`src/rtl/fcui_pkg.sv`:
```
package fcui_pkg;

  typedef enum logic [1:0] {
    RM_ARRAY  = 2'd0,
    RM_IDENT  = 2'd1,
    RM_STATUS = 2'd2,
    RM_LOCK   = 2'd3
  } rdMode_e;

  typedef enum logic [2:0] {
    CS_IDLE,
    CS_ERASE,
    CS_ALL,
    CS_LOCKB,
    CS_LOAD,
    CS_SLEEP
  } cuiState_e;

  // strobes from control to datapath
  typedef struct packed {
    logic    modeWe;
    rdMode_e modeVal;
    logic    addrWe;
    logic    errSet;
    logic    errClr;
    logic    cntClr;
    logic    cntInc;
  } dpCtl_t;

  typedef struct packed {
    logic prog;
    logic erase;
    logic eraseAll;
    logic lockBit;
    logic suspend;
    logic resume;
    logic clrStat;
    logic sleep;
  } opReq_t;

  localparam logic [7:0] C_ARRAY   = 8'hFF;
  localparam logic [7:0] C_IDENT   = 8'h90;
  localparam logic [7:0] C_STATUS  = 8'h70;
  localparam logic [7:0] C_LOCKRD  = 8'h71;
  localparam logic [7:0] C_CLEAR   = 8'h50;
  localparam logic [7:0] C_PROG    = 8'h41;
  localparam logic [7:0] C_ERASE   = 8'h20;
  localparam logic [7:0] C_ALL     = 8'hA7;
  localparam logic [7:0] C_LOCKBIT = 8'h77;
  localparam logic [7:0] C_CONFIRM = 8'hD0;
  localparam logic [7:0] C_SUSPEND = 8'hB0;
  localparam logic [7:0] C_SLEEP   = 8'hF0;

endpackage

```
`src/rtl/fcui_ctrl.sv`:
```
module fcui_ctrl
  import fcui_pkg::*;
(
  input  logic       clk,
  input  logic       rstN,
  input  logic       wrEn,
  input  logic [7:0] wrData,
  input  logic       busy,
  input  logic       suspended,
  input  logic       cntLast,
  output dpCtl_t     ctl,
  output opReq_t     req,
  output logic       loadStrobe,
  output logic       sleeping
);

  cuiState_e state, stateNxt;
  logic      pend, pendNxt;
  opReq_t    reqNxt;
  logic      loadNxt;

  function automatic dpCtl_t setMode(input dpCtl_t c, input rdMode_e m);
    dpCtl_t r;
    r = c;
    r.modeWe  = 1'b1;
    r.modeVal = m;
    return r;
  endfunction

  always_comb begin
    ctl      = '0;
    reqNxt   = '0;
    loadNxt  = 1'b0;
    stateNxt = state;
    pendNxt  = pend;
    if (state == CS_SLEEP) begin
      if (wrEn && wrData == C_ARRAY) begin
        stateNxt = CS_IDLE;
        pendNxt  = 1'b0;
        ctl      = setMode(ctl, RM_ARRAY);
      end
    end else if (wrEn) begin
      unique case (state)
        CS_ERASE, CS_ALL, CS_LOCKB: begin
          stateNxt = CS_IDLE;
          ctl      = setMode(ctl, RM_STATUS);
          if (wrData == C_CONFIRM) begin
            ctl.addrWe      = 1'b1;
            reqNxt.erase    = (state == CS_ERASE);
            reqNxt.eraseAll = (state == CS_ALL);
            reqNxt.lockBit  = (state == CS_LOCKB);
          end else begin
            ctl.errSet = 1'b1;
          end
        end
        CS_LOAD: begin
          ctl.cntInc = 1'b1;
          loadNxt    = 1'b1;
          if (cntLast) begin
            stateNxt    = CS_IDLE;
            ctl.addrWe  = 1'b1;
            reqNxt.prog = 1'b1;
            ctl         = setMode(ctl, RM_STATUS);
          end
        end
        default: begin
          if (busy && !suspended) begin
            case (wrData)
              C_ARRAY:   ctl = setMode(ctl, RM_ARRAY);
              C_STATUS:  ctl = setMode(ctl, RM_STATUS);
              C_SUSPEND: begin
                reqNxt.suspend = 1'b1;
                ctl = setMode(ctl, RM_STATUS);
              end
              C_SLEEP: begin
                reqNxt.sleep = 1'b1;
                pendNxt      = 1'b1;
              end
              default: ;
            endcase
          end else if (suspended) begin
            case (wrData)
              C_ARRAY:   ctl = setMode(ctl, RM_ARRAY);
              C_IDENT:   ctl = setMode(ctl, RM_IDENT);
              C_STATUS:  ctl = setMode(ctl, RM_STATUS);
              C_LOCKRD:  ctl = setMode(ctl, RM_LOCK);
              C_CONFIRM: begin
                reqNxt.resume = 1'b1;
                ctl = setMode(ctl, RM_STATUS);
              end
              C_CLEAR: begin
                reqNxt.clrStat = 1'b1;
                ctl.errClr     = 1'b1;
              end
              C_SLEEP: begin
                reqNxt.sleep = 1'b1;
                pendNxt      = 1'b1;
              end
              default: ;
            endcase
          end else begin
            case (wrData)
              C_ARRAY:   ctl = setMode(ctl, RM_ARRAY);
              C_IDENT:   ctl = setMode(ctl, RM_IDENT);
              C_STATUS:  ctl = setMode(ctl, RM_STATUS);
              C_LOCKRD:  ctl = setMode(ctl, RM_LOCK);
              C_CLEAR: begin
                reqNxt.clrStat = 1'b1;
                ctl.errClr     = 1'b1;
              end
              C_SLEEP: begin
                reqNxt.sleep = 1'b1;
                pendNxt      = 1'b1;
              end
              C_ERASE:   stateNxt = CS_ERASE;
              C_ALL:     stateNxt = CS_ALL;
              C_LOCKBIT: stateNxt = CS_LOCKB;
              C_PROG: begin
                stateNxt   = CS_LOAD;
                ctl.cntClr = 1'b1;
              end
              default: ;
            endcase
          end
        end
      endcase
    end else if (state == CS_IDLE && pend && !busy && !suspended) begin
      stateNxt = CS_SLEEP;
    end
  end

  always_ff @(posedge clk or negedge rstN) begin
    if (!rstN) begin
      state      <= CS_IDLE;
      pend       <= 1'b0;
      req        <= '0;
      loadStrobe <= 1'b0;
    end else begin
      state      <= stateNxt;
      pend       <= pendNxt;
      req        <= reqNxt;
      loadStrobe <= loadNxt;
    end
  end

  assign sleeping = (state == CS_SLEEP);

endmodule

```
`src/rtl/fcui_dpath.sv`:
```
module fcui_dpath
  import fcui_pkg::*;
#(
  parameter int ADDR_W     = 20,
  parameter int PAGE_WORDS = 128,
  parameter bit BOOT_TOP   = 1'b1,
  localparam int CNT_W     = $clog2(PAGE_WORDS)
)(
  input  logic              clk,
  input  logic              rstN,
  input  dpCtl_t            ctl,
  input  logic [ADDR_W-1:0] hostAddr,
  output rdMode_e           modeQ,
  output logic [ADDR_W-1:0] opAddr,
  output logic              seqErr,
  output logic              cntLast,
  output logic [CNT_W-1:0]  loadIdx,
  output logic [7:0]        idCode
);

  localparam logic [7:0] MAKER_CODE = 8'h07;
  localparam logic [7:0] DEV_CODE   = BOOT_TOP ? 8'h85 : 8'h86;
  localparam logic [CNT_W-1:0] LAST_IDX = CNT_W'(PAGE_WORDS - 1);

  logic [CNT_W-1:0] cnt;

  always_ff @(posedge clk or negedge rstN) begin
    if (!rstN) begin
      modeQ   <= RM_ARRAY;
      opAddr  <= '0;
      seqErr  <= 1'b0;
      cnt     <= '0;
      loadIdx <= '0;
    end else begin
      if (ctl.modeWe) modeQ  <= ctl.modeVal;
      if (ctl.addrWe) opAddr <= hostAddr;
      if (ctl.errSet)      seqErr <= 1'b1;
      else if (ctl.errClr) seqErr <= 1'b0;
      if (ctl.cntClr) cnt <= '0;
      else if (ctl.cntInc) begin
        loadIdx <= cnt;
        cnt     <= cnt + 1'b1;
      end
    end
  end

  assign cntLast = (cnt == LAST_IDX);
  assign idCode  = hostAddr[0] ? DEV_CODE : MAKER_CODE;

endmodule

```
`src/rtl/flash_cmd_if.sv`:
```
module flash_cmd_if
  import fcui_pkg::*;
#(
  parameter int ADDR_W     = 20,
  parameter int PAGE_WORDS = 128,
  parameter bit BOOT_TOP   = 1'b1,
  localparam int CNT_W     = $clog2(PAGE_WORDS)
)(
  input  logic              clk,
  input  logic              rstN,
  input  logic              wrEn,
  input  logic [ADDR_W-1:0] hostAddr,
  input  logic [7:0]        wrData,
  input  logic              busy,
  input  logic              suspended,
  output logic [1:0]        readMode,
  output logic [7:0]        idCode,
  output logic [ADDR_W-1:0] opAddr,
  output logic              startProg,
  output logic              startErase,
  output logic              startEraseAll,
  output logic              startLockBit,
  output logic              reqSuspend,
  output logic              reqResume,
  output logic              clrStatus,
  output logic              reqSleep,
  output logic              sleeping,
  output logic              seqErr,
  output logic              loadStrobe,
  output logic [CNT_W-1:0]  loadIdx
);

  dpCtl_t  ctl;
  opReq_t  req;
  rdMode_e modeQ;
  logic    cntLast;

  fcui_ctrl u_ctrl (
    .clk        (clk),
    .rstN       (rstN),
    .wrEn       (wrEn),
    .wrData     (wrData),
    .busy       (busy),
    .suspended  (suspended),
    .cntLast    (cntLast),
    .ctl        (ctl),
    .req        (req),
    .loadStrobe (loadStrobe),
    .sleeping   (sleeping)
  );

  fcui_dpath #(
    .ADDR_W     (ADDR_W),
    .PAGE_WORDS (PAGE_WORDS),
    .BOOT_TOP   (BOOT_TOP)
  ) u_dpath (
    .clk      (clk),
    .rstN     (rstN),
    .ctl      (ctl),
    .hostAddr (hostAddr),
    .modeQ    (modeQ),
    .opAddr   (opAddr),
    .seqErr   (seqErr),
    .cntLast  (cntLast),
    .loadIdx  (loadIdx),
    .idCode   (idCode)
  );

  assign readMode      = modeQ;
  assign startProg     = req.prog;
  assign startErase    = req.erase;
  assign startEraseAll = req.eraseAll;
  assign startLockBit  = req.lockBit;
  assign reqSuspend    = req.suspend;
  assign reqResume     = req.resume;
  assign clrStatus     = req.clrStat;
  assign reqSleep      = req.sleep;

endmodule

```
`config.mk`:
```
export PLATFORM = sky130hd
export DESIGN_NAME = flash_cmd_if
export DESIGN_NICKNAME = d
export VERILOG_FILES = /design/src/rtl/fcui_pkg.sv /design/src/rtl/fcui_ctrl.sv /design/src/rtl/fcui_dpath.sv /design/src/rtl/flash_cmd_if.sv
export SDC_FILE = /design/constraint.sdc
export NUM_CORES = 1
export LEC_CHECK = 0
export CAP_MARGIN = 20
export CORE_AREA = 2 2 77 79
export CTS_BUF_LIST = sky130_fd_sc_hd__clkbuf_2 sky130_fd_sc_hd__clkbuf_4 sky130_fd_sc_hd__clkbuf_8
export CTS_CLUSTER_DIAMETER = 80
export DETAILED_ROUTE_END_ITERATION = 7
export DIE_AREA = 0 0 79 81
export DONT_BUFFER_PORTS = 1
export PLACE_DENSITY = 0.72
export SYNTH_ARGS = -nofsm -noshare
export SYNTH_HDL_FRONTEND = slang
export SYNTH_HIERARCHICAL = 1
export SYNTH_SLANG_ARGS = --single-unit
```
`constraint.sdc`:
```
create_clock -name clk -period 2.1 [get_ports clk]
set_input_delay 0 -clock clk [delete_from_list [all_inputs] [get_ports clk]]
set_output_delay 0 -clock clk [all_outputs]
set_load 0.01 [all_outputs]
```
==> results of run 1 <==
[synth_stat cells, types with 3 or more instances]
master    count
nor2_1       16
inv_1         7
nand2b_1      4
nand2_1       6
and3_1        5
nand3_1       3
mux2_1        7
or3_1         4
nand4_1       5
dfrtp_1      50
nor3_1        5
buf_2         3
xor2_1        3
a21o_1        3
nor4_1        3
nor2b_1       3
buf_4         9
mux2_2       22
a21oi_1       4
o21ai_0       3
[cell type report]
class                           instances  area, um2
Clock buffer                            5      68.82
Clock inverter                          2      15.01
Fill cell                             504       2738
Inverter                                7      26.28
Multi-Input combinational cell        142       1090
Sequential cell                        50       1251
Tap cell                               75      93.84
Timing Repair Buffer                   39      392.9
[report_power, final]
part | total (W) | switching [W] | internal [W]
clock network | 0.000530 | 0.000303 | 0.000228
registers | 0.00120 | 0.000122 | 0.00108
logic | 0.000719 | 0.000355 | 0.000364
total | 0.00245 | 0.000779 | 0.00167
[sequential cells by signal, indices dropped and copies added, names as in the netlist, 2 cells and up]
name and count:
u_ctrl/state 3, u_dpath/modeQ 2, u_dpath/cnt 7, u_dpath/loadIdx 7, u_dpath/opAddr 20, u_ctrl/req 8
[logic make-up (layout without fill, tap and decap cells)]
logic type               after synthesis  in the layout  share of synthesized area, %
other                                  2              6                        0.3053
buffers and inverters                 23             53                         5.646
adder cells (fa/ha/maj)                1              1                        0.5086
flip-flops                            50             50                         50.86
AND/OR/NAND/NOR                       74             74                         18.67
XOR/XNOR                               5              5                         1.781
AO/OA/AOI/OAI                         25             25                         7.935
multiplexers                          31             31                         14.29
[layer usage]
metal	vias up	part of all wire, %
met5	-	0
met4	0	1.8
met3	8	8.9
met2	74	49
met1	827	40
li1	807	-
[per-stage QoR]
stage               power, W  std cells  setup slack [ps]  instance area [um2]
detailed placement  0.001875        285             88.39                 2551
global route        0.002610        320             15.59                 2938
finish              0.002448        320             149.7                 2938
floorplan           0.001710        215             134.1                 2475
CTS                 0.002488        320             69.55                 2933
global placement    0.001854        285             150.5                 2551
[path summary, 6_finish.rpt]
path	from	cells after the start	endpoint	slack, ps
worst min-delay path	hostAddr[0]	0	idCode[7]	0.3
worst max-delay path	u_ctrl/state[2]	5	u_dpath/loadIdx[1]	150
max in group asynchronous	rstN	2	u_dpath/opAddr[12]	1670
worst max register to register	u_ctrl/state[2]	5	u_dpath/loadIdx[1]	150
min in group asynchronous	rstN	2	u_dpath/loadIdx[3]	200
worst min register to register	u_ctrl/pend	2	u_ctrl/pend	530
[critical path, cell delays in order (launching register included)]
cell and delay, ps:
dfrtp_1 410, nor2b_1 270, a21oi_4 100, nor4_1 300
nand2b_1 380, mux2_1 380
[what timing repair did]
item / in CTS / in global routing
endpoints found under the hold margin: 75 / 0
hold buffers: 28 / 0
resized for setup: 0 / 2
endpoints found under the setup margin: 0 / 21
==> metrics, run 1 <==
TNS Setup 0 ps; commonest non-fill, non-tap cell in the layout dfrtp_1; RD Place Congestion 0.7914; Clock Pin Slew Worst Setup and Hold Paths 90 ps; post-synthesis cell type count 55; GRT Resource Usage Total 16.04%; Post-Syn Area 2460 um2; Setup CP Type reg2reg; Synth area leader dfrtp_1; crit path launch type flop; WL/cell 15.75 um; detailed placement HPWL 3458 um; Finish-stage setup viols 0; vias in the first global route 1,721; Synth top area share 50.86%; Iter 0 DRT Violations 52; Worst EP arrival 2140 ps; die width 79 um; Setup Skew 12.06 ps; routing usage on met1 17.88%; fin. max-slew vios 0; Synth area leaders dfrtp_1 (51%), mux2_2 (10%), mux2_1 (3.2%); Peak VDD IR 0.3960 mV; ANT cells 0; P_leak 1.364 nW; CTS tree yes; PD cells 833.3 nW/um2; Yosys reg bits 50; initial antenna violation count 0; DRC Markers 0; Core Util, Final 51.76%; IO buf count 0; Area Growth Syn to Fin 19.43%; initial core utilization 43.34%; global-route wire length before repair 7948 um; overall routed net length 5039 um; Clock Sinks 50; syn avg cell area 11.66 um2; Peak Freq 512.7 MHz; H-tree Lvls 2; Post-CTS Setup Bufs 0; yosys warns 6; most used flip-flop cell after synthesis dfrtp_1; Mapped Cells 211; Die Y 81 um; Hold WS 0.3184 ps; worst skew pair latency 300 ps; Final ANT Viol Nets 0; Worst EP required 2290 ps; FP Rows 28; core area 5675 um2; grt met2 use 28.47%; Post-synth EDFFs 0; nets@finish 279; RSZ-0062 raised after global routing no; CTS Buf Count 5; worst min-delay path class in2out; min cycle time layout 1950 ps; Most Crowded Layer GR met2; Seq/Total Area, Yosys 50.86%; Clock Path Buffers 2; root buffer cell clkbuf_8; outcome finished clean; Crit. End Element flop; most frequent cells in the layout dfrtp_1 (50), dlygate4sd3_1 (27), mux2_2 (22); maxcap violations 0; Fin. Hold Viols 0; layout cell share with drive strength beyond 1 22.04%; TritonRoute pass-1 iters 4; die footprint 6399 um2; worst-path fanout max 7; Vias 1,716; I/O Pins 81; largest net degree at the start of global routing 51; Async S/R FF share, synth 100.0%; total gr overflow 0; global routing usage on met3 5.333%; routed vias/inst 5.363; fin crit share 92.87%
Power figures use the tool's default switching activity.
==> run 2, diff against run 1 <==
GPL_TIMING_DRIVEN = 0   (was not set)
==> run 2 against run 1 <==
Effect of this change: cell count up 4.1%; die area unchanged; combinational power down 1%; clock skew down 3.4 ps; via count up 2.7%; clock power up 2%; sequential share of layout area down 1.4 points; global-route usage down 0.50 points; fmax down 1.7%; routed wire length up 0.67%; utilization up 1.8 points; largest cell class unchanged; largest power group unchanged; highest routed layer unchanged.
==> metrics, run 2 (same netlist as run 1, synthesis figures left out) <==
fin. max-slew vios 0 (unchanged); post-route insts no fill 333 (was 320); Most flops, register u_dpath/opAddr (unchanged); Die Y 81 um (unchanged); Storage cell area 1251 um2 (unchanged); Peak Freq 504.1 MHz (was 512.7 MHz); die footprint 6399 um2 (unchanged); overall routed net length 5073 um (was 5039 um); post-route cell area 3039 um2 (was 2938 um2); RR Startpoint u_ctrl/state[0] (was u_ctrl/state[2]); DRC Markers 0 (unchanged); reg2reg end u_dpath/modeQ[0] (was u_dpath/loadIdx[1]); Buf+Inv Stages, Crit Path 0 (unchanged); r2r worst-path depth 5 (unchanged); nets@finish 291 (was 279); PD cells 813.9 nW/um2 (was 833.3 nW/um2); RD Place Congestion 0.8202 (was 0.7914); multi-input combinational cell area 1096 um2 (was 1090 um2); Area Growth Syn to Fin 23.55% (was 19.43%); Worst Min Path Start busy (was hostAddr[0]); Min-Delay Endpoint u_dpath/cnt[0] (was idCode[7]); Iter 0 DRT Violations 83 (was 52); TritonRoute pass-1 iters 4 (unchanged); Cell Area, Placed 2569 um2 (was 2551 um2); crit-path cells nor2_4, xnor2_1, or4b_1, a21o_1, mux2_2 (was nor2b_1, a21oi_4, nor4_1, nand2b_1, mux2_1); min cycle time layout 1984 ps (was 1950 ps); P_leak 1.425 nW (was 1.364 nW); filler cell count 503 (was 504); Clock Pin Slew Worst Setup and Hold Paths 90 ps (about the same); outcome finished clean (unchanged); fin crit share 94.46% (was 92.87%); CTS Buf Count 5 (unchanged); ANT cells 0 (unchanged); Crit path largest cell delay 530 ps (was 410 ps); slowest cell on the critical path or4b_1 (was dfrtp_1); most frequent cells in the layout dfrtp_1 (50), dlygate4sd3_1 (30), mux2_2 (22) (was dfrtp_1 (50), dlygate4sd3_1 (27), mux2_2 (22)); max reg flops 20 (unchanged); crit path launch u_ctrl/state[0] (was u_ctrl/state[2]); critical path's top delay family simple AND/OR/NAND/NOR gates (unchanged); Power Total 0.002474 W (was 0.002448 W); Clock Path Buffers 2 (unchanged); Worst EP arrival 2170 ps (was 2140 ps); Worst EP required 2280 ps (was 2290 ps); core area 5675 um2 (unchanged); TNS Setup 0 ps (unchanged); WP depth 5 (unchanged); vias in the first global route 1,674 (was 1,721); layout cell share with drive strength beyond 1 24.81% (was 22.04%); worst min-delay path class in2reg (was in2out); largest net degree at the start of global routing 51 (unchanged); IO buf count 0 (unchanged); Setup Skew 8.692 ps (was 12.06 ps); FP Rows 28 (unchanged); H-tree Lvls 2 (unchanged); root buffer cell clkbuf_8 (unchanged); initial antenna violation count 0 (unchanged); Final ANT Viol Nets 0 (unchanged); detailed placement HPWL 3405 um (was 3458 um); Placed Cells 290 (was 285); crit path launch type flop (unchanged); CTS tree yes (unchanged); initial core utilization 43.34% (unchanged); global-route wire length before repair 7762 um (was 7948 um); reg-to-reg slack, setup 120 ps (was 150 ps); die width 79 um (unchanged); I/O Pins 81 (unchanged); commonest non-fill, non-tap cell in the layout dfrtp_1 (unchanged); Setup CP Type reg2reg (unchanged); worst-path fanout max 7 (unchanged); worst skew pair latency 300 ps (about the same); total gr overflow 0 (unchanged); Finish-stage setup viols 0 (unchanged); Vias 1,762 (was 1,716); WL/cell 15.23 um (was 15.75 um); Clock Sinks 50 (unchanged); Peak VDD IR 0.2806 mV (was 0.3960 mV); GRT Resource Usage Total 15.54% (was 16.04%); Hold WS 12.06 ps (was 0.3184 ps); routed vias/inst 5.291 (was 5.363); Largest regs u_dpath/opAddr: 20 flops, u_ctrl/req: 8 flops (unchanged); maxcap violations 0 (unchanged); hold depth 3 (was 0); Fin. Hold Viols 0 (unchanged); Crit. End Element flop (unchanged)
## run 2: through the flow
stage                     utilization [%]  setup WS, ps
after floorplan                         -         134.1
after global placement              45.26        -140.3
after detailed placement            45.26        -208.2
after CTS                           52.80         26.67
after global routing                53.55        -12.11
final                               53.55         116.2
## run 2: what timing repair did
item	4_1_cts	5_1_grt
endpoints found under the setup margin	7	29
hold buffers	29	2
hold endpoints to repair	77	1
setup buffers	2	2
pin swaps	1	1
resized for setup	5	6
## run 2: area by class of cell
class | count | share of cell area, %
sequential | 50 | 41.17
multi-input combinational | 142 | 36.06
timing repair buffer | 35 | 11.77
buffer | 16 | 4.076
tap | 75 | 3.088
clock buffer | 5 | 2.264
inverter | 7 | 0.8646
clock inverter | 3 | 0.6999
## run 2: worst max path at each step
stage	end
floorplan	u_dpath/loadIdx[0]
global placement	u_dpath/loadIdx[1]
detailed placement	u_dpath/loadIdx[4]
CTS	u_dpath/opAddr[7]
global route	u_dpath/opAddr[13]
finish	u_dpath/modeQ[0]
## run 2: where the power goes
part           internal [W]  switching, W  leakage [nW]
sequential          0.00108      0.000144         0.671
clock              0.000234      0.000307        0.0441
combinational      0.000369      0.000342         0.710
total               0.00168      0.000793          1.43
## run 2: per-layer routing
layer | up-vias | wire length (um) | global-route usage [%]
met2 | 78 | 2443 | 26.36
met4 | 0 | 82 | 5.690
li1 | 824 | - | -
met5 | - | 0 | 0
met3 | 8 | 474 | 6.111
met1 | 852 | 2073 | 17.88
## run 2: worst register-to-register path: stages (launching register included)
cell     delay (ps)
dfrtp_1         480
nor2_4          220
xnor2_1         150
or4b_1          530
a21o_1          220
mux2_2          270
==> run 3, diff against run 2 <==
ABC_AREA = 1   (was not set)
CORE_AREA = 2 2 78 80   (was 2 2 77 79)
DIE_AREA = 0 0 80 82   (was 0 0 79 81)
REMOVE_ABC_BUFFERS = 1   (was not set)
==> run 3 against run 2 <==
Effect of this change: clock-buffer cell count unchanged; cell count increased by 17%; global-route usage increased by 1.3 points; critical path depth increased by 7; area after synthesis increased by 1.8%; critical path type is now in2reg; sequential power increased by 7%; synthesized cell count increased by 34%; power increased by 3.5%.
==> metrics, run 3 <==
global-route wire length before repair 8576 um (was 7762 um); post-synthesis cell type count 31 (was 55); maxcap violations 0 (unchanged); Largest regs u_dpath/opAddr: 20 flops, u_ctrl/req: 8 flops (unchanged); Storage cell area 1251 um2 (unchanged); CTS tree yes (unchanged); crit path launch type input port (was flop); syn avg cell area 8.851 um2 (was 11.66 um2); yosys warns 6 (unchanged); Worst EP arrival 2110 ps (was 2170 ps); Crit path largest cell delay 560 ps (was 530 ps); Clock Sinks 50 (unchanged); core area 5746 um2 (was 5675 um2); Vias 1,958 (was 1,762); vias in the first global route 1,872 (was 1,674); largest net degree at the start of global routing 51 (unchanged); Post-synth EDFFs 0 (unchanged); Crit. End Element flop (unchanged); Iter 0 DRT Violations 54 (was 83); FP Rows 28 (unchanged); most used flip-flop cell after synthesis dfrtp_1 (unchanged); outcome finished clean (unchanged); Most flops, register u_dpath/opAddr (unchanged); nets@finish 348 (was 291); TNS Setup 0 ps (unchanged); worst min-delay path class in2out (was in2reg); PD cells 864.1 nW/um2 (was 813.9 nW/um2); routed vias/inst 5.021 (was 5.291); root buffer cell clkbuf_8 (unchanged); Async S/R FF share, synth 100.0% (unchanged); Mapped Cells 283 (was 211); most used cell, CP nand2_1; Peak Freq 520.7 MHz (was 504.1 MHz); Peak VDD IR 0.3639 mV (was 0.2806 mV); ANT cells 0 (unchanged); fin crit share 91.46% (was 94.46%); H-tree Lvls 2 (unchanged); Setup Skew 4.266 ps (was 8.692 ps); die footprint 6560 um2 (was 6399 um2); final worst setup slack 179.4 ps (was 116.2 ps); layout cell share with drive strength beyond 1 17.14% (was 24.81%); top post-synthesis cells by count nand2_1 (63), dfrtp_1 (50), nor2_1 (32) (was dfrtp_1 (50), mux2_2 (22), nor2_1 (16)); initial antenna violation count 0 (unchanged); Setup CP Type in2reg (was reg2reg); worst-path fanout max 5 (was 7); die width 80 um (was 79 um); RD Place Congestion 0.8861 (was 0.8202); P_leak 1.506 nW (was 1.425 nW); total gr overflow 0 (unchanged); Final ANT Viol Nets 0 (unchanged); Area Growth Syn to Fin 18.33% (was 23.55%); count leader, synth nand2_1 (was dfrtp_1); slowest cell on the critical path dlygate4sd3_1 (was or4b_1); Clock Path Buffers 2 (unchanged); multi-input combinational cell area 1062 um2 (was 1096 um2); TritonRoute pass-1 iters 4 (unchanged); max reg flops 20 (unchanged); WL/cell 13.70 um (was 15.23 um); crit-path cells dlygate4sd3_1, nor2_1, dlygate4sd3_1, nand3_1, nor2_1, nor2_1, nand3_1, nand2_1, nand2_1, nand2_1, nand2_1, mux2_2 (was nor2_4, xnor2_1, or4b_1, a21o_1, mux2_2); Yosys reg bits 50 (unchanged); hold depth 0 (was 3); Min-Delay Endpoint idCode[7] (was u_dpath/cnt[0]); Buf+Inv Stages, Crit Path 2 (was 0); I/O Pins 81 (unchanged); filler cell count 534 (was 503); most frequent cells in the layout nand2_1 (62), dfrtp_1 (50), nor2_1 (32) (was dfrtp_1 (50), dlygate4sd3_1 (30), mux2_2 (22)); critical path's top delay family buffers and inverters (was simple AND/OR/NAND/NOR gates); RR Startpoint u_ctrl/state[0] (unchanged); Synth top area share 49.95% (was 50.86%); Seq/Total Area, Yosys 49.95% (was 50.86%); detailed placement HPWL 3593 um (was 3405 um); Worst EP required 2290 ps (was 2280 ps); GRT Resource Usage Total 16.80% (was 15.54%); worst skew pair latency 300 ps (about the same); Die Y 82 um (was 81 um); commonest non-fill, non-tap cell in the layout nand2_1 (was dfrtp_1); r2r worst-path depth 11 (was 5); reg2reg end u_dpath/loadIdx[0] (was u_dpath/modeQ[0]); reg-to-reg slack, setup 200 ps (was 120 ps); DRC Markers 0 (unchanged); IO buf count 0 (unchanged); Synth area leader dfrtp_1 (unchanged); RSZ-0062 raised after global routing no; Fin. Hold Viols 0 (unchanged); Power Total 0.002561 W (was 0.002474 W); Worst Min Path Start hostAddr[0] (was busy); Synth area leaders dfrtp_1 (50%), mux2_2 (9.4%), nand2_1 (9.4%) (was dfrtp_1 (51%), mux2_2 (10%), mux2_1 (3.2%)); overall routed net length 5342 um (was 5073 um); fin. max-slew vios 0 (unchanged); min cycle time layout 1921 ps (was 1984 ps); Setup WS pre-CTS -183.4 ps (was -208.2 ps); initial core utilization 43.60% (was 43.34%); Clock Pin Slew Worst Setup and Hold Paths 90 ps (about the same); Post-Syn Area 2505 um2 (was 2460 um2); CTS Buf Count 5 (unchanged); Finish-stage setup viols 0 (unchanged)
run 3: cell count changes after synthesis, sizes merged, moves of 4 or more:
cell | before | now
or3 | 4 | 0
nand2 | 7 | 68
nand3 | 3 | 18
inv | 7 | 35
and3 | 5 | 0
nor2 | 17 | 38
o21ai | 4 | 11
nand2b | 4 | 0
mux2 | 30 | 21
run 3: layer usage:
metal / vias to the layer above / track usage [%] / part of all wire [%]
met5: - / 0 / 0
met3: 10 / 6.154 / 10
met1: 918 / 20.06 / 41
li1: 951 / - / -
met2: 79 / 27.92 / 47
met4: 0 / 6.102 / 1.5
run 3: final cells by class:
class | instances | share of cell area, %
flip-flops and latches | 50 | 42.21
multi-input cells | 191 | 35.84
repair buffers | 31 | 11.23
inverters | 35 | 4.517
well taps | 75 | 3.166
clock buffers | 5 | 2.322
clock inverters | 3 | 0.7176
run 3: cell families after synthesis:
kind of cell	share of synthesized area, %
other	0.2998
AOI/OAI and AO/OA	4.845
DFF	49.95
buffers and inverters	8.941
muxes	9.441
adders and majority gates	0.4994
and+or+nand+nor	26.02
run 3: worst max path at each step:
stage / from / endpoint / cells after the start / slack (ps)
CTS: u_ctrl/state[0] / u_dpath/loadIdx[0] / 11 / 60
finish: wrData[3] / u_dpath/modeQ[0] / 12 / 180
detailed placement: u_ctrl/state[0] / u_dpath/loadIdx[0] / 11 / -180
floorplan: u_dpath/cnt[1] / u_dpath/opAddr[10] / 6 / -380
global route: u_ctrl/state[0] / u_dpath/loadIdx[0] / 11 / 20
global placement: u_dpath/cnt[1] / u_dpath/opAddr[17] / 6 / -800
run 3: timing repair:
action | CTS | global route
hold buffers | 30 | 0
setup buffers | 0 | 0
hold endpoints to repair | 80 | 0
endpoints found under the setup margin | 7 | 4
gates cloned | 0 | 0
resized for setup | 2 | 2
run 3: through the flow:
| step | hold slack (ps) | util (%) | cell area, um2 | std cells |
|---|---|---|---|---|
| 2_1_floorplan | -295.6 | - | 2430 | 276 |
| 3_3_place_gp | -294.6 | 43.92 | 2524 | 351 |
| 3_5_place_dp | -294.6 | 44.25 | 2542 | 352 |
| 4_1_cts | 0.3145 | 51.50 | 2959 | 390 |
| 5_1_grt | 0.2815 | 51.59 | 2964 | 390 |
| 6_report | 0.2930 | 51.59 | 2964 | 390 |
run 3: where the power goes:
group / total (W) / switching [W] / internal [W]
combinational: 0.000697 / 0.000428 / 0.000269
sequential: 0.00131 / 0.000192 / 0.00112
clock: 0.000549 / 0.000315 / 0.000234
total: 0.00256 / 0.000935 / 0.00163
